File: src/rtl/heb_pkg.sv
// Shared definitions for the hit event builder.
// Assumes: nothing beyond IEEE 1800-2017.
package heb_pkg;
    localparam int unsigned STAMP_W_DEF  = 16;
    localparam int unsigned SYNC_DEF     = 2;
    localparam int unsigned CLR_CYC_DEF  = 2;

    typedef enum logic {
        MODE_PAIR  = 1'b0,
        MODE_EVERY = 1'b1
    } build_mode_e;

    // Select the event request source for the active build mode.
    function automatic logic pick_req(build_mode_e mode, logic every_req, logic pair_req);
        return (mode == MODE_EVERY) ? every_req : pair_req;
    endfunction
endpackage

File: src/rtl/heb_edge_sync.sv
// Brings an asynchronous level into the clock domain through a flop chain
// and emits a registered one-cycle pulse for each rising edge of it.
// Assumes: STAGES >= 2; the input stays high or low for at least two cycles.
module heb_edge_sync #(
    parameter int unsigned STAGES = 2
) (
    input  logic clk,
    input  logic rst_n,
    input  logic async_in,
    output logic rise_p
);
    logic [STAGES-1:0] chain_q;
    logic              seen_q;
    logic              rise_c;

    // Synchronizer chain plus the previous synchronized level.
    always_ff @(posedge clk) begin
        if (!rst_n) begin
            chain_q <= '0;
            seen_q  <= 1'b0;
        end else begin
            chain_q <= {chain_q[STAGES-2:0], async_in};
            seen_q  <= chain_q[STAGES-1];
        end
    end

    assign rise_c = chain_q[STAGES-1] & ~seen_q;

    // Register the edge so the pulse leaves from a flop.
    always_ff @(posedge clk) begin
        if (!rst_n) rise_p <= 1'b0;
        else        rise_p <= rise_c;
    end

    AST_PULSE_SINGLE: assert property (@(posedge clk) disable iff (!rst_n)
        rise_p |=> !rise_p);
endmodule

File: src/rtl/heb_stamp_row.sv
// Two-deep stamp row: the hit pulse shifts the current stamp in, and a
// down-counter holds the converter clear low for CLR_CYC cycles afterwards.
// Assumes: hit pulses are at least CLR_CYC+1 cycles apart.
module heb_stamp_row #(
    parameter int unsigned STAMP_W = 16,
    parameter int unsigned CLR_CYC = 2
) (
    input  logic               clk,
    input  logic               rst_n,
    input  logic               hit_p,
    input  logic [STAMP_W-1:0] stamp,
    output logic [STAMP_W-1:0] newest,
    output logic [STAMP_W-1:0] older,
    output logic               clr_n
);
    localparam int unsigned CNT_W = $clog2(CLR_CYC + 1);

    logic [CNT_W-1:0] clr_cnt_q;

    // Shift the newly sampled stamp into the row.
    always_ff @(posedge clk) begin
        if (!rst_n) begin
            newest <= '0;
            older  <= '0;
        end else if (hit_p) begin
            newest <= stamp;
            older  <= newest;
        end
    end

    // Count the clear window that starts right after the sample.
    always_ff @(posedge clk) begin
        if (!rst_n)                clr_cnt_q <= '0;
        else if (hit_p)            clr_cnt_q <= CNT_W'(CLR_CYC);
        else if (clr_cnt_q != '0)  clr_cnt_q <= clr_cnt_q - 1'b1;
    end

    assign clr_n = (clr_cnt_q == '0);

    AST_CLR_AFTER_HIT: assert property (@(posedge clk) disable iff (!rst_n)
        hit_p |=> !clr_n);
    AST_SHIFT_ORDER: assert property (@(posedge clk) disable iff (!rst_n)
        hit_p |=> (older == $past(newest)));
endmodule

File: src/rtl/heb_event_out.sv
// Output event register with a valid/ready handshake. A request loads the
// stamp pair when the slot is free or being taken; otherwise it is dropped
// and a sticky loss flag is raised.
// Assumes: req is a single-cycle pulse.
module heb_event_out #(
    parameter int unsigned STAMP_W = 16
) (
    input  logic               clk,
    input  logic               rst_n,
    input  logic               req,
    input  logic [STAMP_W-1:0] pair_old,
    input  logic [STAMP_W-1:0] pair_new,
    input  logic               ready,
    output logic               valid,
    output logic [STAMP_W-1:0] arrival,
    output logic [STAMP_W-1:0] fall,
    output logic               lost
);
    logic take;

    assign take = req & (~valid | ready);

    // Hold, load or release the event slot.
    always_ff @(posedge clk) begin
        if (!rst_n) begin
            valid   <= 1'b0;
            arrival <= '0;
            fall    <= '0;
        end else if (take) begin
            valid   <= 1'b1;
            arrival <= pair_old;
            fall    <= pair_new;
        end else if (valid && ready) begin
            valid   <= 1'b0;
        end
    end

    // Record any request dropped under back-pressure.
    always_ff @(posedge clk) begin
        if (!rst_n)                      lost <= 1'b0;
        else if (req && valid && !ready) lost <= 1'b1;
    end

    AST_HOLD_STABLE: assert property (@(posedge clk) disable iff (!rst_n)
        (valid && !ready) |=> (valid && $stable(arrival) && $stable(fall)));
    AST_LOST_STICKY: assert property (@(posedge clk) disable iff (!rst_n)
        lost |=> lost);
    AST_DROP_FLAGS: assert property (@(posedge clk) disable iff (!rst_n)
        (req && valid && !ready) |=> lost);
endmodule

File: src/rtl/hit_event_builder.sv
// Top of the hit event builder: synchronizes the converter strobes, keeps
// the two latest stamps, clears the converter and forms events in pair or
// every-stamp mode behind a valid/ready output.
// Assumes: the energy flag rises together with the data-ready strobe of the
// stamp that closes a pulse; strobes are spaced by at least eight cycles.
module hit_event_builder #(
    parameter int unsigned STAMP_W = heb_pkg::STAMP_W_DEF,
    parameter int unsigned SYNC_N  = heb_pkg::SYNC_DEF,
    parameter int unsigned CLR_CYC = heb_pkg::CLR_CYC_DEF
) (
    input  logic               clk,
    input  logic               rst_n,
    input  logic               tdc_ready_a,
    input  logic               tdc_energy_a,
    input  logic [STAMP_W-1:0] tdc_stamp,
    input  logic               all_mode,
    output logic               tdc_clr_n,
    output logic               evt_valid,
    input  logic               evt_ready,
    output logic [STAMP_W-1:0] evt_arrival,
    output logic [STAMP_W-1:0] evt_fall,
    output logic               evt_lost
);
    import heb_pkg::*;

    logic               hit_p;
    logic               nrg_p;
    logic               hit_d_q;
    logic               nrg_d_q;
    logic               req;
    logic [STAMP_W-1:0] st_new;
    logic [STAMP_W-1:0] st_old;
    build_mode_e        mode;

    heb_edge_sync #(.STAGES(SYNC_N)) u_sync_ready (
        .clk(clk), .rst_n(rst_n), .async_in(tdc_ready_a), .rise_p(hit_p)
    );

    heb_edge_sync #(.STAGES(SYNC_N)) u_sync_energy (
        .clk(clk), .rst_n(rst_n), .async_in(tdc_energy_a), .rise_p(nrg_p)
    );

    heb_stamp_row #(.STAMP_W(STAMP_W), .CLR_CYC(CLR_CYC)) u_row (
        .clk(clk), .rst_n(rst_n), .hit_p(hit_p), .stamp(tdc_stamp),
        .newest(st_new), .older(st_old), .clr_n(tdc_clr_n)
    );

    // Delay both request sources so they follow the stamp shift by one cycle.
    always_ff @(posedge clk) begin
        if (!rst_n) begin
            hit_d_q <= 1'b0;
            nrg_d_q <= 1'b0;
        end else begin
            hit_d_q <= hit_p;
            nrg_d_q <= nrg_p;
        end
    end

    assign mode = build_mode_e'(all_mode);
    assign req  = pick_req(mode, hit_d_q, nrg_d_q);

    heb_event_out #(.STAMP_W(STAMP_W)) u_out (
        .clk(clk), .rst_n(rst_n), .req(req),
        .pair_old(st_old), .pair_new(st_new), .ready(evt_ready),
        .valid(evt_valid), .arrival(evt_arrival), .fall(evt_fall),
        .lost(evt_lost)
    );

    AST_EVERY_MODE_EVENT: assert property (@(posedge clk) disable iff (!rst_n)
        (all_mode && hit_d_q && (!evt_valid || evt_ready)) |=> evt_valid);
    AST_PAIR_NEEDS_FLAG: assert property (@(posedge clk) disable iff (!rst_n)
        (!all_mode && !nrg_d_q && !evt_valid) |=> !evt_valid);
endmodule

File: config.mk
export PLATFORM = sky130hd
export DESIGN_NAME = hit_event_builder
export DESIGN_NICKNAME = d
export VERILOG_FILES = /design/src/rtl/heb_pkg.sv /design/src/rtl/heb_edge_sync.sv /design/src/rtl/heb_stamp_row.sv /design/src/rtl/heb_event_out.sv /design/src/rtl/hit_event_builder.sv
export SDC_FILE = /design/constraint.sdc
export NUM_CORES = 1
export LEC_CHECK = 0
export BUFFER_PORTS_ARGS = -buffer_cell sky130_fd_sc_hd__buf_2
export CAP_MARGIN = 20
export CELL_PAD_IN_SITES_DETAIL_PLACEMENT = 1
export CELL_PAD_IN_SITES_GLOBAL_PLACEMENT = 2
export CORE_ASPECT_RATIO = 0.7
export CORE_MARGIN = 2
export CORE_UTILIZATION = 34
export DETAILED_ROUTE_END_ITERATION = 8
export HOLD_SLACK_MARGIN = 0.06
export PLACE_DENSITY_LB_ADDON = 0.1
export SLEW_MARGIN = 10
export SYNTH_ARGS = -nofsm -noshare
export SYNTH_HDL_FRONTEND = slang
export SYNTH_SLANG_ARGS = --single-unit
export TNS_END_PERCENT = 50
File: constraint.sdc
create_clock -name clk -period 1.2 [get_ports clk]
set_input_delay 0.06 -clock clk [delete_from_list [all_inputs] [get_ports clk]]
set_output_delay 0.06 -clock clk [all_outputs]
set_load 0.1 [all_outputs]
Word level (Yosys, flattened, before mapping)
Cells that the tools add are included.
{ "totals": {"regBits": 78, "input_bits": 22, "output_inout_bits": 35, "wordCells": 39} }
{ "classes": {"n_addsub": 1, "mux": 5, "bitwise": 8, "n_reduce_logical": 9} }
{ "ops": {"columns": ["cell", "count"], "rows": [
  ["nonzero test 2 bit", 3],
  ["2-to-1 mux 2 bit", 2],
  ["inverter 1 bit", 4],
  ["bitwise AND 1 bit", 3],
  ["logical AND 1 bit", 3],
  ["2-to-1 mux 1 bit", 3],
  ["zero test 2 bit", 1],
  ["OR reduction 2 bit", 1],
  ["subtractor 2 x 1 -> 2 bit (second input constant)", 1],
  ["zero test 1 bit", 1],
  ["bitwise OR 1 bit", 1]
]} }

Logic depth before layout (Yosys ltp)
{ "logic_depth": {"depth_word": 4, "depth_mapped": 5, "depth_no_buf": 3} }

By module
A second synthesis with hierarchy kept.
{ "hier_totals": {"hier_cells": 276, "area_unflattened_um2": 2987.9} }
{ "modules_own_cells": {"columns": ["module", "instances", "cells_each", "area_per_inst_um2", "seq_area_each_um2"], "rows": [
  ["heb_event_out", 1, 146, 1386.3, 680.7],
  ["heb_stamp_row", 1, 109, 1311.3, 680.7],
  ["heb_edge_sync", 2, 8, 111.4, 80.1],
  ["hit_event_builder", 1, 5, 67.6, 40.0]
]} }

Least setup slack after synthesis
Ideal clock, no wire load.
{ "synth_path": {"path_type": "register -> register", "start": "reg u_out.valid", "end": "reg u_out.arrival[0]", "setup_ns": 0.120, "arrival_time_ns": 1.648, "required_time_ns": 1.080, "slack_ns": -0.569, "path_stages_with_launch": 6, "n_path_buf": 2, "period_less_slack_ns": 1.769, "path_cell_list": "dfxtp_1 -> nand2b_1 -> nor2b_1 -> buf_6 -> buf_12 -> mux2i_1"} }
{ "synth_via": {"elab_chain_cells": 3} }
{ "synth_lines": {"columns": ["element", "line", "text"], "rows": [
  ["start: declaration", "heb_event_out.sv:14", "output logic valid,"],
  ["start signal: assignment", "heb_event_out.sv:26", "valid <= 1'b0;"],
  ["start signal: assignment", "heb_event_out.sv:30", "valid <= 1'b1;"],
  ["start signal: assignment", "heb_event_out.sv:34", "valid <= 1'b0;"],
  ["inverter 1 bit", "heb_event_out.sv:21", "assign take = req & (~valid | ready);"],
  ["bitwise OR 1 bit", "heb_event_out.sv:21", null],
  ["bitwise AND 1 bit", "heb_event_out.sv:21", null],
  ["end signal: assignment", "heb_event_out.sv:31", "arrival <= pair_old;"],
  ["end: declaration", "heb_event_out.sv:15", "output logic [STAMP_W-1:0] arrival,"]
]} }
Every way passes these cells.
A chain may end at the register's enable or synchronous reset.

Worst setup path after layout
{ "layout_path": {"start": "reg u_out.valid", "end": "reg u_out.fall[6]"} }
{ "layout_via": {"elab_chain_cells": 3} }
{ "layout_lines": {"columns": ["element", "line", "text"], "rows": [
  ["inverter 1 bit", "heb_event_out.sv:21", null],
  ["bitwise OR 1 bit", "heb_event_out.sv:21", null],
  ["bitwise AND 1 bit", "heb_event_out.sv:21", null],
  ["end signal: assignment", "heb_event_out.sv:32", "fall <= pair_new;"],
  ["end: declaration", "heb_event_out.sv:16", "output logic [STAMP_W-1:0] fall,"]
]} }
Every way passes these cells.

==> metrics.yaml <==
yosysMostFrequentCell: "dfxtp_1"
powerDensity_nw_per_um2: 1497
yosysSeqAreaShare_pct: 53.47
first_pass_iters: 3
layout_min_cycle_time_ps: 1188
outcome: "finished clean"
io_buffers: 56
synthTopCellsByCount: "dfxtp_1, mux2i_1, nand2_1"
total_power_mw: 6.027
cp.required_ps: 1460
drc: 0
fin_crit_sh_pct: 99.04
postLayoutCellArea_um2: 4025
synth-seq-cells: 78
antenna_found_initial: 0
max_stage_delay_ps: 350
hold_path_class: "primary input to flop"
peakVddDrop_v: 0.0007076
crit_path_cell_trace: "nand2b_4, nor2b_4, buf_12, clkbuf_16, mux2i_1"
cp_max_fo: 8
viasPerCell: 4.523
antenna_left: 0
clk_latency_ps: 330
hold_viol_final: 0
grt_pass1_wl_um: 10290
yosys_warnings: 0
dieArea_um2: 9358
fp.dieW_um: 114.8
rr_worst_depth: 5
drive_gt1_share_pct: 24.72
grt_pass1_vias: 2104
drt-total-wl_um: 6368
slew_violations: 0
cts_made_buffers: 9
finish.utilization_pct: 47.87
clockBufferDepth: 2
leakage_nw: 1.488
synthArstFlopShare_pct: 0
coreArea_um2: 8408
yosys_most_used_dff: "dfxtp_1"
synth_cells: 278
yosys.area.top_type: "dfxtp_1"
drt_iter0_drc: 75
h-tree-depth: 3
holdPathStages: 3
netlist_area_um2: 2920
max_cap_viol_count: 0
synth_area_per_cell_um2: 10.50
syn_to_final_growth_pct: 37.83
clock_skew_ps: 5.886
via_count: 2103
initial_core_util_pct: 34.73
clock.fmax_ghz: 0.8414
fp.dieH_um: 81.54
fin_nets: 377
fp-row-count: 28
groute.usage.overall_pct: 14.52
tns_ps: 0
cts-root-buf: "clkbuf_16"
ys_types: 16
yosysTopAreaCellShare_pct: 53.47
critPathLaunchType: "flop"
synth_edf_count: 0
endpoint_kind: "flop"
relSlewSlack_pct: 67.77
post_drt_wl_per_cell_um: 13.69
cp.arrival_ps: 1450
worstSetupPathType: "flop to flop"
rsz0062_at_grt: "true"
clkTransAtPathRegs_ps: 60
diodes: 0
globalplace.congestion: 0.7119
grt_remaining_overflow: 0
placed_cell_area_um2: 3328
synthTopCellsByArea: "dfxtp_1, mux2i_1, nand2_1, nor2b_1, buf_12"
synth_nets: 300
cts_tree: "yes"
grt_max_degree: 48
tightestPinTransition_ps: 486.8
cts.sinks: 78
finalSetupViolCount: 0
fin_hold_ws_ps: 129.3
ios: 57
dpl.hpwl_um: 4028
slowest_stage: "dfxtp_4"
[cell usage in the layout, fill, tap and decap left out, types with 2 or more instances in the layout]
cell type | netlist | final
nand2_1 | 64 | 64
bufinv_16 | 0 | 3
dfxtp_1 | 78 | 74
clkbuf_4 | 0 | 15
clkbuf_1 | 6 | 2
clkbuf_16 | 0 | 11
buf_4 | 2 | 8
mux2i_1 | 65 | 63
nor2b_1 | 36 | 35
dlygate4sd3_1 | 0 | 20
buf_12 | 3 | 7
and2_1 | 8 | 8
buf_2 | 8 | 33
dfxtp_2 | 0 | 3
[stage by stage]
| step | cells | setup slack, ps |
|---|---|---|
| after detailed placement | 425 | 12.82 |
| after CTS | 461 | 1.316 |
| after global placement | 425 | 102.4 |
| after floorplan | 278 | -32.27 |
| after global routing | 465 | -42.67 |
| final | 465 | 11.55 |
[power by group]
part | switching, mW | internal, mW
sequential | 0.0146 | 2.61
clock | 1.02 | 2.09
combinational | 0.131 | 0.157
total | 1.17 | 4.86
[final timing paths]
check	startpoint	end	slack [ps]
setup / recovery	u_out.valid	u_out.fall[6]	10
hold / removal	all_mode	u_out.valid	130
setup reg to reg	u_out.valid	u_out.fall[6]	10
hold reg to reg	u_sync_ready.seen_q	u_sync_ready.rise_p	380
[cell type report]
cell class                      instances  area [um2]
Sequential cell                        78        1569
Timing Repair Buffer                   86       739.5
Tap cell                              105       131.4
Multi-Input combinational cell        180        1244
Clock buffer                           12       246.5
Fill cell                             909        4383
Clock inverter                          4       95.09
[registers in the layout (all words and copies together) (netlist names), 2 cells and up]
register,flops
u_sync_ready.chain_q,2
u_sync_energy.chain_q,2
u_row.newest,16
u_out.fall,16
u_row.clr_cnt_q,2
u_row.older,16
u_out.arrival,16
[logic make-up (layout without fill, tap and decap cells)]
family                 count (synthesis)  count (layout)  share of synthesized area (%)
AOI/OAI and AO/OA                      3               3                         0.6855
buffers and inverters                 20             102                          5.098
DFF                                   78              78                          53.47
muxes                                 65              65                          22.28
and+or+nand+nor                      112             112                          18.47
[critical path: cells and delay by family, from the launching register on]
family	cells	cell delay, ps
flops	1	350
buf+inv	2	300
simple gates	2	290
mux	1	180
[layer usage]
| metal | global-route usage, % | vias to the layer above | wire, um |
|---|---|---|---|
| met3 | 6.937 | 2 | 337 |
| met4 | 3.976 | 0 | 27 |
| met5 | 0 | - | 0 |
| li1 | - | 1054 | - |
| met2 | 22.72 | 39 | 2945 |
| met1 | 18.05 | 1008 | 3058 |
[timing repair]
action | in CTS | in global routing
hold buffers | 20 | 0
setup endpoints to repair | 8 | 26
cloned | 0 | 2
endpoints found under the hold margin | 20 | 0
resized for setup | 7 | 20
buffers inserted | 0 | 3
Note: power is estimated with default switching activity, not from simulation.
